==> config.mk <==
export PLATFORM = sky130hd
export DESIGN_NAME = bitrate_gen
export DESIGN_NICKNAME = d
export VERILOG_FILES = /design/src/rtl/brg_pkg.sv /design/src/rtl/brg_tc_reg.sv /design/src/rtl/brg_divider.sv /design/src/rtl/brg_cell.sv /design/src/rtl/bitrate_gen.sv
export SDC_FILE = /design/constraint.sdc
export NUM_CORES = 1
export LEC_CHECK = 0
export CAP_MARGIN = 20
export CORE_UTILIZATION = 49
export CTS_BUF_LIST = sky130_fd_sc_hd__clkbuf_8
export DETAILED_ROUTE_END_ITERATION = 10
export PLACE_DENSITY = 0.76
export RECOVER_POWER = 100
export SLEW_MARGIN = 15
export SYNTH_ARGS = -nofsm -noshare
export SYNTH_HDL_FRONTEND = slang
export SYNTH_SLANG_ARGS = --single-unit
==> constraint.sdc <==
create_clock -name clk -period 2.1 [get_ports clk]
set_clock_uncertainty 0.15 [all_clocks]
set_input_delay 0.21 -clock clk [delete_from_list [all_inputs] [get_ports clk]]
set_output_delay 0.21 -clock clk [all_outputs]
set_load 0.05 [all_outputs]
==> src/rtl/brg_pkg.sv <==
package brg_pkg;
    typedef enum logic [1:0] {
        FACT_X1  = 2'b00,
        FACT_X16 = 2'b01,
        FACT_X32 = 2'b10,
        FACT_X64 = 2'b11
    } factor_e;
endpackage

==> src/rtl/brg_tc_reg.sv <==
module brg_tc_reg #(
    parameter int TC_W = 16
) (
    input  logic              clk,
    input  logic              rst_n,
    input  logic              lo_we_i,
    input  logic              hi_we_i,
    input  logic [TC_W/2-1:0] byte_i,
    output logic [TC_W-1:0]   tc_o
);
    localparam int HALF = TC_W / 2;

    typedef struct packed {
        logic [TC_W-1:0] tc;
    } tc_st_t;

    tc_st_t st_d, st_q;

    always_comb begin
        st_d = st_q;
        if (lo_we_i) st_d.tc[HALF-1:0]    = byte_i;
        if (hi_we_i) st_d.tc[TC_W-1:HALF] = byte_i;
    end

    always_ff @(posedge clk) begin
        if (!rst_n) st_q <= '0;
        else        st_q <= st_d;
    end

    assign tc_o = st_q.tc;

    assert_lo_keeps_hi_R2: assert property (@(posedge clk) disable iff (!rst_n)
        lo_we_i && !hi_we_i |=> st_q.tc[TC_W-1:HALF] == $past(st_q.tc[TC_W-1:HALF]));
    assert_hi_keeps_lo_R2: assert property (@(posedge clk) disable iff (!rst_n)
        hi_we_i && !lo_we_i |=> st_q.tc[HALF-1:0] == $past(st_q.tc[HALF-1:0]));
endmodule

==> src/rtl/brg_divider.sv <==
module brg_divider #(
    parameter int TC_W = 16
) (
    input  logic            clk,
    input  logic            rst_n,
    input  logic            en_i,
    input  logic            src_sel_i,
    input  logic            ext_clk_i,
    input  logic [TC_W-1:0] tc_i,
    output logic            brg_o,
    output logic            rise_o
);
    localparam int CNT_W = TC_W + 1;
    localparam logic [CNT_W-1:0] ONE_C = CNT_W'(1);

    typedef struct packed {
        logic [CNT_W-1:0] cnt;
        logic             brg;
        logic             ext_prev;
    } div_st_t;

    div_st_t          st_d, st_q;
    logic             tick;
    logic [CNT_W-1:0] reload_val;

    assign reload_val = {1'b0, tc_i} + ONE_C;
    assign tick       = src_sel_i ? (ext_clk_i & ~st_q.ext_prev) : 1'b1;

    always_comb begin
        st_d          = st_q;
        st_d.ext_prev = ext_clk_i;
        rise_o        = 1'b0;
        if (!en_i) begin
            st_d.cnt = reload_val;
            st_d.brg = 1'b0;
        end else if (tick) begin
            if (st_q.cnt == '0) begin
                st_d.brg = ~st_q.brg;
                st_d.cnt = reload_val;
                rise_o   = ~st_q.brg;
            end else begin
                st_d.cnt = st_q.cnt - ONE_C;
            end
        end
    end

    always_ff @(posedge clk) begin
        if (!rst_n) st_q <= '0;
        else        st_q <= st_d;
    end

    assign brg_o = st_q.brg;

    assert_idle_low_R5: assert property (@(posedge clk) disable iff (!rst_n)
        !en_i |=> !st_q.brg);
    assert_no_tick_hold_R4: assert property (@(posedge clk) disable iff (!rst_n)
        en_i && !tick |=> $stable(st_q.brg));
    assert_reload_R3: assert property (@(posedge clk) disable iff (!rst_n)
        en_i && tick && st_q.cnt == '0 |=> st_q.cnt == $past(reload_val));
endmodule

==> src/rtl/brg_cell.sv <==
module brg_cell
    import brg_pkg::*;
#(
    parameter int CELL_W = 6
) (
    input  logic    clk,
    input  logic    rst_n,
    input  logic    en_i,
    input  factor_e factor_i,
    input  logic    rise_i,
    input  logic    rx_i,
    output logic    stb_o
);
    localparam logic [CELL_W-1:0] FULL  = '1;
    localparam logic [CELL_W-1:0] ONE_C = CELL_W'(1);

    typedef struct packed {
        logic [CELL_W-1:0] cnt;
        logic              stb;
        logic              rx_prev;
    } cell_st_t;

    cell_st_t          st_d, st_q;
    logic [CELL_W-1:0] mask;
    logic [CELL_W-1:0] half;
    logic [CELL_W-1:0] nxt;
    logic              fall;

    always_comb begin
        case (factor_i)
            FACT_X16: mask = FULL >> 2;
            FACT_X32: mask = FULL >> 1;
            FACT_X64: mask = FULL;
            default:  mask = '0;
        endcase
    end

    assign half = (mask >> 1) + ONE_C;
    assign nxt  = (st_q.cnt + ONE_C) & mask;
    assign fall = st_q.rx_prev & ~rx_i;

    always_comb begin
        st_d         = st_q;
        st_d.rx_prev = rx_i;
        st_d.stb     = 1'b0;
        if (!en_i || fall) begin
            st_d.cnt = '0;
        end else if (rise_i) begin
            if (factor_i == FACT_X1) begin
                st_d.cnt = '0;
                st_d.stb = 1'b1;
            end else begin
                st_d.cnt = nxt;
                st_d.stb = (nxt == half);
            end
        end
    end

    always_ff @(posedge clk) begin
        if (!rst_n) st_q <= '{cnt: '0, stb: 1'b0, rx_prev: 1'b1};
        else        st_q <= st_d;
    end

    assign stb_o = st_q.stb;

    assert_idle_clear_R5: assert property (@(posedge clk) disable iff (!rst_n)
        !en_i |=> (st_q.cnt == '0) && !st_q.stb);
    assert_stb_single_R10: assert property (@(posedge clk) disable iff (!rst_n)
        st_q.stb |=> !st_q.stb);
    assert_fall_clears_R9: assert property (@(posedge clk) disable iff (!rst_n)
        fall |=> st_q.cnt == '0 && !st_q.stb);
endmodule

==> src/rtl/bitrate_gen.sv <==
module bitrate_gen
    import brg_pkg::*;
#(
    parameter int TC_W   = 16,
    parameter int CELL_W = 6
) (
    input  logic              clk,
    input  logic              rst_n,
    input  logic              enable,
    input  logic              src_sel,
    input  logic              ext_clk,
    input  logic              tc_lo_we,
    input  logic              tc_hi_we,
    input  logic [TC_W/2-1:0] tc_byte,
    input  logic [1:0]        factor_sel,
    input  logic              rx_line,
    output logic              brg_clk,
    output logic              sample_stb
);
    logic [TC_W-1:0] tc_val;
    logic            rise;
    factor_e         factor;

    assign factor = factor_e'(factor_sel);

    brg_tc_reg #(.TC_W(TC_W)) tc_reg_i (
        .clk     (clk),
        .rst_n   (rst_n),
        .lo_we_i (tc_lo_we),
        .hi_we_i (tc_hi_we),
        .byte_i  (tc_byte),
        .tc_o    (tc_val)
    );

    brg_divider #(.TC_W(TC_W)) div_i (
        .clk       (clk),
        .rst_n     (rst_n),
        .en_i      (enable),
        .src_sel_i (src_sel),
        .ext_clk_i (ext_clk),
        .tc_i      (tc_val),
        .brg_o     (brg_clk),
        .rise_o    (rise)
    );

    brg_cell #(.CELL_W(CELL_W)) cell_i (
        .clk      (clk),
        .rst_n    (rst_n),
        .en_i     (enable),
        .factor_i (factor),
        .rise_i   (rise),
        .rx_i     (rx_line),
        .stb_o    (sample_stb)
    );

    assert_stb_on_rise_R10: assert property (@(posedge clk) disable iff (!rst_n)
        sample_stb |-> $rose(brg_clk));
endmodule

==> impl_metrics.ini, run 1 <==
[run_status]
status = complete, but fails checks
violations = setup timing

[routing]
vias = 2546
drt_first_iter_violations = 198
route.detailed.drc = 0
routed_wl_mm = 6.53
via_per_inst = 5.98
avgRoutedWirePerCell_um = 15.3
ant_nets = 0
dr.pass1.iters = 5

[timing]
rsz0062_at_grt = true
period_share = 1.06
period_minus_slack_ns = 2.22
worst_slack_ns = -0.119
finalSetupViolations = 4
fmax_mhz = 451
finalSetupTns_ns = -0.262
slew_violations = 0
worst_slew_pin_slew_ns = 0.494
hold_violations = 0
relSlewSlack = 0.670

[pwr]
ir_drop_mv = 0.457
p_leak_nw = 1.24
power_density_nw_per_um2 = 630

[critical_path]
required_ns = 2.18
reg2reg_depth = 7
crit_path_start_kind = register
worstSetupPathType = register to register
cp-end-kind = register
arrival_ns = 2.30
critPathMaxFanout = 4

[global_routing]
overflow = 0
antenna_found_initial = 0
grt_max_degree = 20
grt_usage = 0.259
grt_pass1_vias = 2351
grt_pass1_wl_mm = 10.6

[placement]
io_buffers = 19
postPlaceCellArea_um2 = 3030
dp_hpwl_mm = 4.72
placedCellCount = 416
gp_congestion = 0.910

[synth]
synth_nets = 322
ys_async_sr_fraction = 0
ys.flop_type = dfxtp_1
yosys_warnings = 0
syn_avg_cell_area_um2 = 8.22
ys_seq_area_frac = 0.349
syn-cell-area_um2 = 2470
synthCells = 300
synth_edf_count = 0
ys_ff_latch = 43
ys_types = 48

[final_layout]
final_cell_mix = dfxtp_1 (39), buf_4 (39), nor2_1 (31)
final_cell_area_um2 = 3220
nets = 380
drive_above_1_share = 0.220
areaGrowthSynthToFinish_pct = 30.5
finish.utilization = 0.672
final-instance-count-excl-fill = 426
antenna_cells = 0

[worst_hold_path]
hp-class = register to register
hold_path_depth = 2

[flow_run]
maxCapViolations = 0

[floorplanning]
coreArea_um2 = 4790
die_w_um = 72.9
die_h_um = 72.9
start_util = 0.515
io_pins = 20
dieArea_um2 = 5320
num_rows = 25

[clock_network]
clk_pin_slew_ns = 0.08
h-tree-depth = 2
root_buffer = clkbuf_8
cts_sinks = 43
max-clock-path-buffers = 2
ctsHoldBuffers = 0
cts_tree = done
cts_made_buffers = 5
clk_latency_ns = 0.29
-- synthesized netlist by cell type (2+ instances only) --
cell / instances / area (um^2)
a21oi_1: 19 / 95.1
a221oi_1: 9 / 78.8
a31oi_1: 3 / 18.8
a32oi_1: 2 / 17.5
and2_1: 4 / 25.0
and3_1: 2 / 12.5
and4_1: 2 / 17.5
clkbuf_1: 11 / 41.3
dfxtp_1: 43 / 861
ha_1: 4 / 50.1
inv_1: 10 / 37.5
mux2i_1: 17 / 170
nand2_1: 22 / 82.6
nand2b_1: 3 / 18.8
nand3_1: 15 / 75.1
nand4_1: 6 / 37.5
nor2_1: 31 / 116
nor3_1: 12 / 60.1
nor3b_1: 2 / 15.0
nor4_1: 8 / 50.1
nor4_2: 2 / 25.0
o211ai_1: 2 / 15.0
o21a_1: 4 / 30.0
o21ai_0: 14 / 70.1
o22ai_1: 5 / 31.3
or3_1: 3 / 18.8
or4_1: 6 / 45.0
xnor2_1: 11 / 96.3
xor2_1: 9 / 78.8
-- power breakdown --
part | switching [W] | total [W] | internal [W]
sequential | 0.0000516 | 0.000916 | 0.000865
clock | 0.000281 | 0.000546 | 0.000265
combinational | 0.000286 | 0.000565 | 0.000279
-- worst max-delay path: stages, from the launching register on --
cell,delay (ns)
dfxtp_2,0.33
inv_2,0.07
ha_4,0.13
nor4b_4,0.22
nand4_2,0.14
or4_4,0.46
or4b_1,0.52
a21oi_1,0.15
-- path summary, 6_finish.rpt --
check	start	slack, ns	end
worst min-delay path	cell_i.st_q[7]$_SDFFE_PP0P_	0.33	cell_i.st_q[7]$_SDFFE_PP0P_
worst max-delay path	div_i.st_q[2]$_SDFFE_PN0P_	-0.12	cell_i.st_q[4]$_SDFFE_PP0P_
worst min register to register	cell_i.st_q[7]$_SDFFE_PP0P_	0.33	cell_i.st_q[7]$_SDFFE_PP0P_
worst max register to register	div_i.st_q[2]$_SDFFE_PN0P_	-0.12	cell_i.st_q[4]$_SDFFE_PP0P_
-- logic make-up after synthesis --
group	after synthesis	share of synthesized area
multiplexers	17	0.0690
buffers and inverters	23	0.0360
XOR/XNOR	20	0.0710
AND/OR/NAND/NOR	125	0.277
AO/OA/AOI/OAI	68	0.178
flip-flops	43	0.349
adder cells (fa/ha/maj)	4	0.0203
-- metrics by stage --
step	hold WS [ns]	total power, W	setup WS, ns
global route	0.354	0.00212	-0.202
finish	0.329	0.00203	-0.119
global placement	0.317	0.00143	-0.194
detailed placement	0.321	0.00144	-0.208
floorplan	0.133	0.00122	-0.138
CTS	0.334	0.00200	-0.0867
-- cell type report --
type | count | area [um^2]
clock buffers | 6 | 82.6
clock inverters | 2 | 12.5
fillers | 429 | 1570
inverters | 10 | 37.5
multi-input cells | 234 | 1630
flip-flops and latches | 43 | 866
well taps | 67 | 83.8
repair buffers | 64 | 510
-- state kept, by name, indices dropped and copies added, names as in the netlist --
register	cells
tc_reg_i.tc_o	16
cell_i.st_q	7
cell_i.stb_o	1
div_i.brg_o	1
div_i.st_q	18
-- per-layer routing --
metal  vias to the layer above  share of wire  track usage
met5                         -              0            0
met4                         0          0.028       0.0959
met3                        27          0.068       0.0511
met2                       100           0.49        0.455
met1                      1185           0.41        0.312
li1                       1234              -            -
-- timing repair --
action                     4_1_cts  5_1_grt
resized for setup                8       16
setup endpoints to repair        9       17
pin swaps                        3        5
buffers inserted                 0        2
cloned                           0        0
Power figures use the tool's default switching activity.
==> run 2: changes to the inputs <==
ABC_AREA = 1   (was default)
PLACE_DENSITY = 0.75   (was 0.76)
==> run 2 against run 1 <==
Against the previous run:
- the run now ends clean
- utilization decreased by 9.2 points
- count of clock-buffer cells in the layout stayed put
- die area up 12%
- register-to-register slack gained 0.29 ns
- global-route usage shrank 0.15 points
- synthesized area grew 13%
- final area fell by 1.2%
- critical path depth is 4 higher
- combinational power rose by 30%
- critical path type unchanged
- critical endpoint is now cell_i.st_q[3]$_SDFFE_PP0P_
==> impl_metrics.ini, run 2 <==
[pwr]
p_seq_frac = 0.424
p_sw_frac = 0.376
power_density_nw_per_um2 = 714
internal-power_w = 0.00141
ir_drop_mv = 0.443
p_leak_nw = 1.45
net-switching-power_w = 0.000854
clockPowerShare = 0.252
pwr-share-comb = 0.324

[critical_path]
r2r_end = cell_i.st_q[3]$_SDFFE_PP0P_
rrSetupSlack_ns = 0.18
critPathMaxFanout = 7
cp_num_cells = 11
crit_top_cell = nand2_1
critPathBufInv = 2
crit_chain = inv_2 > ha_1 > inv_1 > nor2_1 > nand2_1 > nor2_4 > nand3_4 > nor3_4 > nand2_1 > nand2_1 > nor2_1
arrival_ns = 1.98
slowest_delay_ns = 0.35
required_ns = 2.16
crit_family = simple AND/OR/NAND/NOR gates
worstSetupPathType = register to register
r2r-start = div_i.st_q[2]$_SDFFE_PN0P_
cp_slowest_cell = nor3_4
crit_path_start_kind = register
cp-end-kind = register
reg2reg_depth = 11

[floorplanning]
io_pins = 20
num_rows = 27
die_h_um = 77.3
coreArea_um2 = 5470
die_w_um = 77.3
dieArea_um2 = 5970
start_util = 0.507

[worst_hold_path]
hp-start = rx_line
hp-class = input pin to register
hold_path_depth = 3
hold_path_end = cell_i.st_q[0]$_SDFF_PN1_

[timing]
period_minus_slack_ns = 1.92
worst_slew_pin_slew_ns = 0.490
relSlewSlack = 0.672
finalSetupTns_ns = 0
slew_violations = 0
hold_violations = 0
finalSetupViolations = 0
holdWs_ns = 0.310
fmax_mhz = 519
period_share = 0.917

[clock_network]
clk_latency_ns = 0.30
cts_tree = done
root_buffer = clkbuf_8
cts_setup_buffers = 0
ctsHoldBuffers = 0
cts_made_buffers = 5
cts-resized-gates = 0
h-tree-depth = 2
cts_sinks = 43
clk_pin_slew_ns = 0.09
max-clock-path-buffers = 2

[synth]
ys_top_cells_by_count = nand2_1 (111), nor2_1 (67), inv_1 (58)
synth_nets = 471
synth_edf_count = 0
synth_top_cell_area_share = 0.310
synth_largest_area_cell = dfxtp_1
yosys_warnings = 0
ys_types = 30
yosysMostFrequentCell = nand2_1
synth_area_leaders = dfxtp_1 (31%), nand2_1 (15%), nor2_1 (9.1%), nand3_1 (7.9%), inv_1 (7.8%)
ys_ff_latch = 43
syn_avg_cell_area_um2 = 6.18
ys.flop_type = dfxtp_1
syn-cell-area_um2 = 2780
synthCells = 449
ys_async_sr_fraction = 0
ys_seq_area_frac = 0.310

[placement]
postPlaceCellArea_um2 = 3070
dp_hpwl_mm = 5.77
io_buffers = 19
gp_congestion = 0.984

[routing]
via_per_inst = 5.39
route.detailed.drc = 0
drt_first_iter_violations = 248
vias = 2945
avgRoutedWirePerCell_um = 13.5
routed_wl_mm = 7.36
ant_nets = 0
dr.pass1.iters = 5

[global_routing]
overflow = 0
grt_max_degree = 20
grt_pass1_vias = 2653
grt_usage = 0.257
antenna_found_initial = 0
grt_pass1_wl_mm = 12.3

[final_layout]
drive_above_1_share = 0.0675
nets = 495
final_cell_area_um2 = 3180
final_common_cell = nand2_1
areaGrowthSynthToFinish_pct = 14.5
final_cell_mix = nand2_1 (111), nor2_1 (67), inv_1 (57)
finish.utilization = 0.581
largest_register_ffs = 18
top_register = div_i.st_q
antenna_cells = 0

[run_status]
status = finished clean

[flow_run]
maxCapViolations = 0
[run 2: cell types whose count changed after synthesis, sizes merged, moves of 16 or more]
cell	previous run	this run
mux2i	17	0
o21ai	14	30
nand3	15	47
inv	10	60
nand2	22	114
nor2	31	74
[run 2: worst max path at each step]
stage / from / to / slack [ns]
final: div_i.st_q[2]$_SDFFE_PN0P_ / cell_i.st_q[3]$_SDFFE_PP0P_ / 0.18
after global routing: div_i.st_q[2]$_SDFFE_PN0P_ / cell_i.st_q[3]$_SDFFE_PP0P_ / -0.04
after CTS: div_i.st_q[2]$_SDFFE_PN0P_ / div_i.st_q[12]$_SDFFE_PN0P_ / 0.13
after detailed placement: div_i.st_q[2]$_SDFFE_PN0P_ / div_i.st_q[12]$_SDFFE_PN0P_ / 0.18
after global placement: div_i.st_q[2]$_SDFFE_PN0P_ / div_i.st_q[12]$_SDFFE_PN0P_ / 0.19
after floorplan: div_i.st_q[2]$_SDFFE_PN0P_ / div_i.st_q[12]$_SDFFE_PN0P_ / 0.46
[run 2: worst min-delay path: stages]
cell,delay [ns]
clkdlybuf4s50_1,0.39
inv_1,0.07
nand2_1,0.05
[run 2: cell families (layout without fill, tap and decap cells)]
logic type,count (synthesis),in the layout,synth area share
and+or+nand+nor,255,255,0.416
AOI/OAI and AO/OA,68,68,0.127
buffers and inverters,67,92,0.0910
DFF,43,43,0.310
xor gates and xnor gates,12,12,0.0379
adders and majority gates,4,4,0.0180
[run 2: routing by layer]
metal / vias up / wire (um) / GRT usage / part of all wire
met4: 0 / 180 / 0.108 / 0.024
met3: 18 / 496 / 0.0476 / 0.067
met1: 1317 / 3430 / 0.357 / 0.47
met2: 111 / 3260 / 0.387 / 0.44
met5: - / 0 / 0 / 0
li1: 1499 / - / - / -
[run 2: per-stage QoR]
| step | worst slack (ns) | instances | total power (W) |
|---|---|---|---|
| 6_report | 0.175 | 546 | 0.00227 |
| 5_1_grt | -0.0417 | 546 | 0.00241 |
| 3_5_place_dp | 0.180 | 538 | 0.00168 |
| 2_1_floorplan | 0.462 | 449 | 0.00149 |
| 3_3_place_gp | 0.189 | 538 | 0.00166 |
| 4_1_cts | 0.131 | 546 | 0.00225 |
[run 2: area by class of cell]
class,count,area (um^2)
repair buffers,24,228
clock buffers,6,82.6
well taps,72,90.1
fillers,563,2290
flip-flops and latches,43,861
multi-input cells,339,1670
clock inverters,2,16.3
inverters,60,228
[run 2: power by group through the flow]
stage / clock network (W) / logic (W) / registers (W)
6_report: 0.000572 / 0.000735 / 0.000961
5_1_grt: 0.000617 / 0.000825 / 0.000969
4_1_cts: 0.000588 / 0.000708 / 0.000958
3_5_place_dp: 0 / 0.000704 / 0.000977
3_3_place_gp: 0 / 0.000686 / 0.000975
2_1_floorplan: 0 / 0.000527 / 0.000958
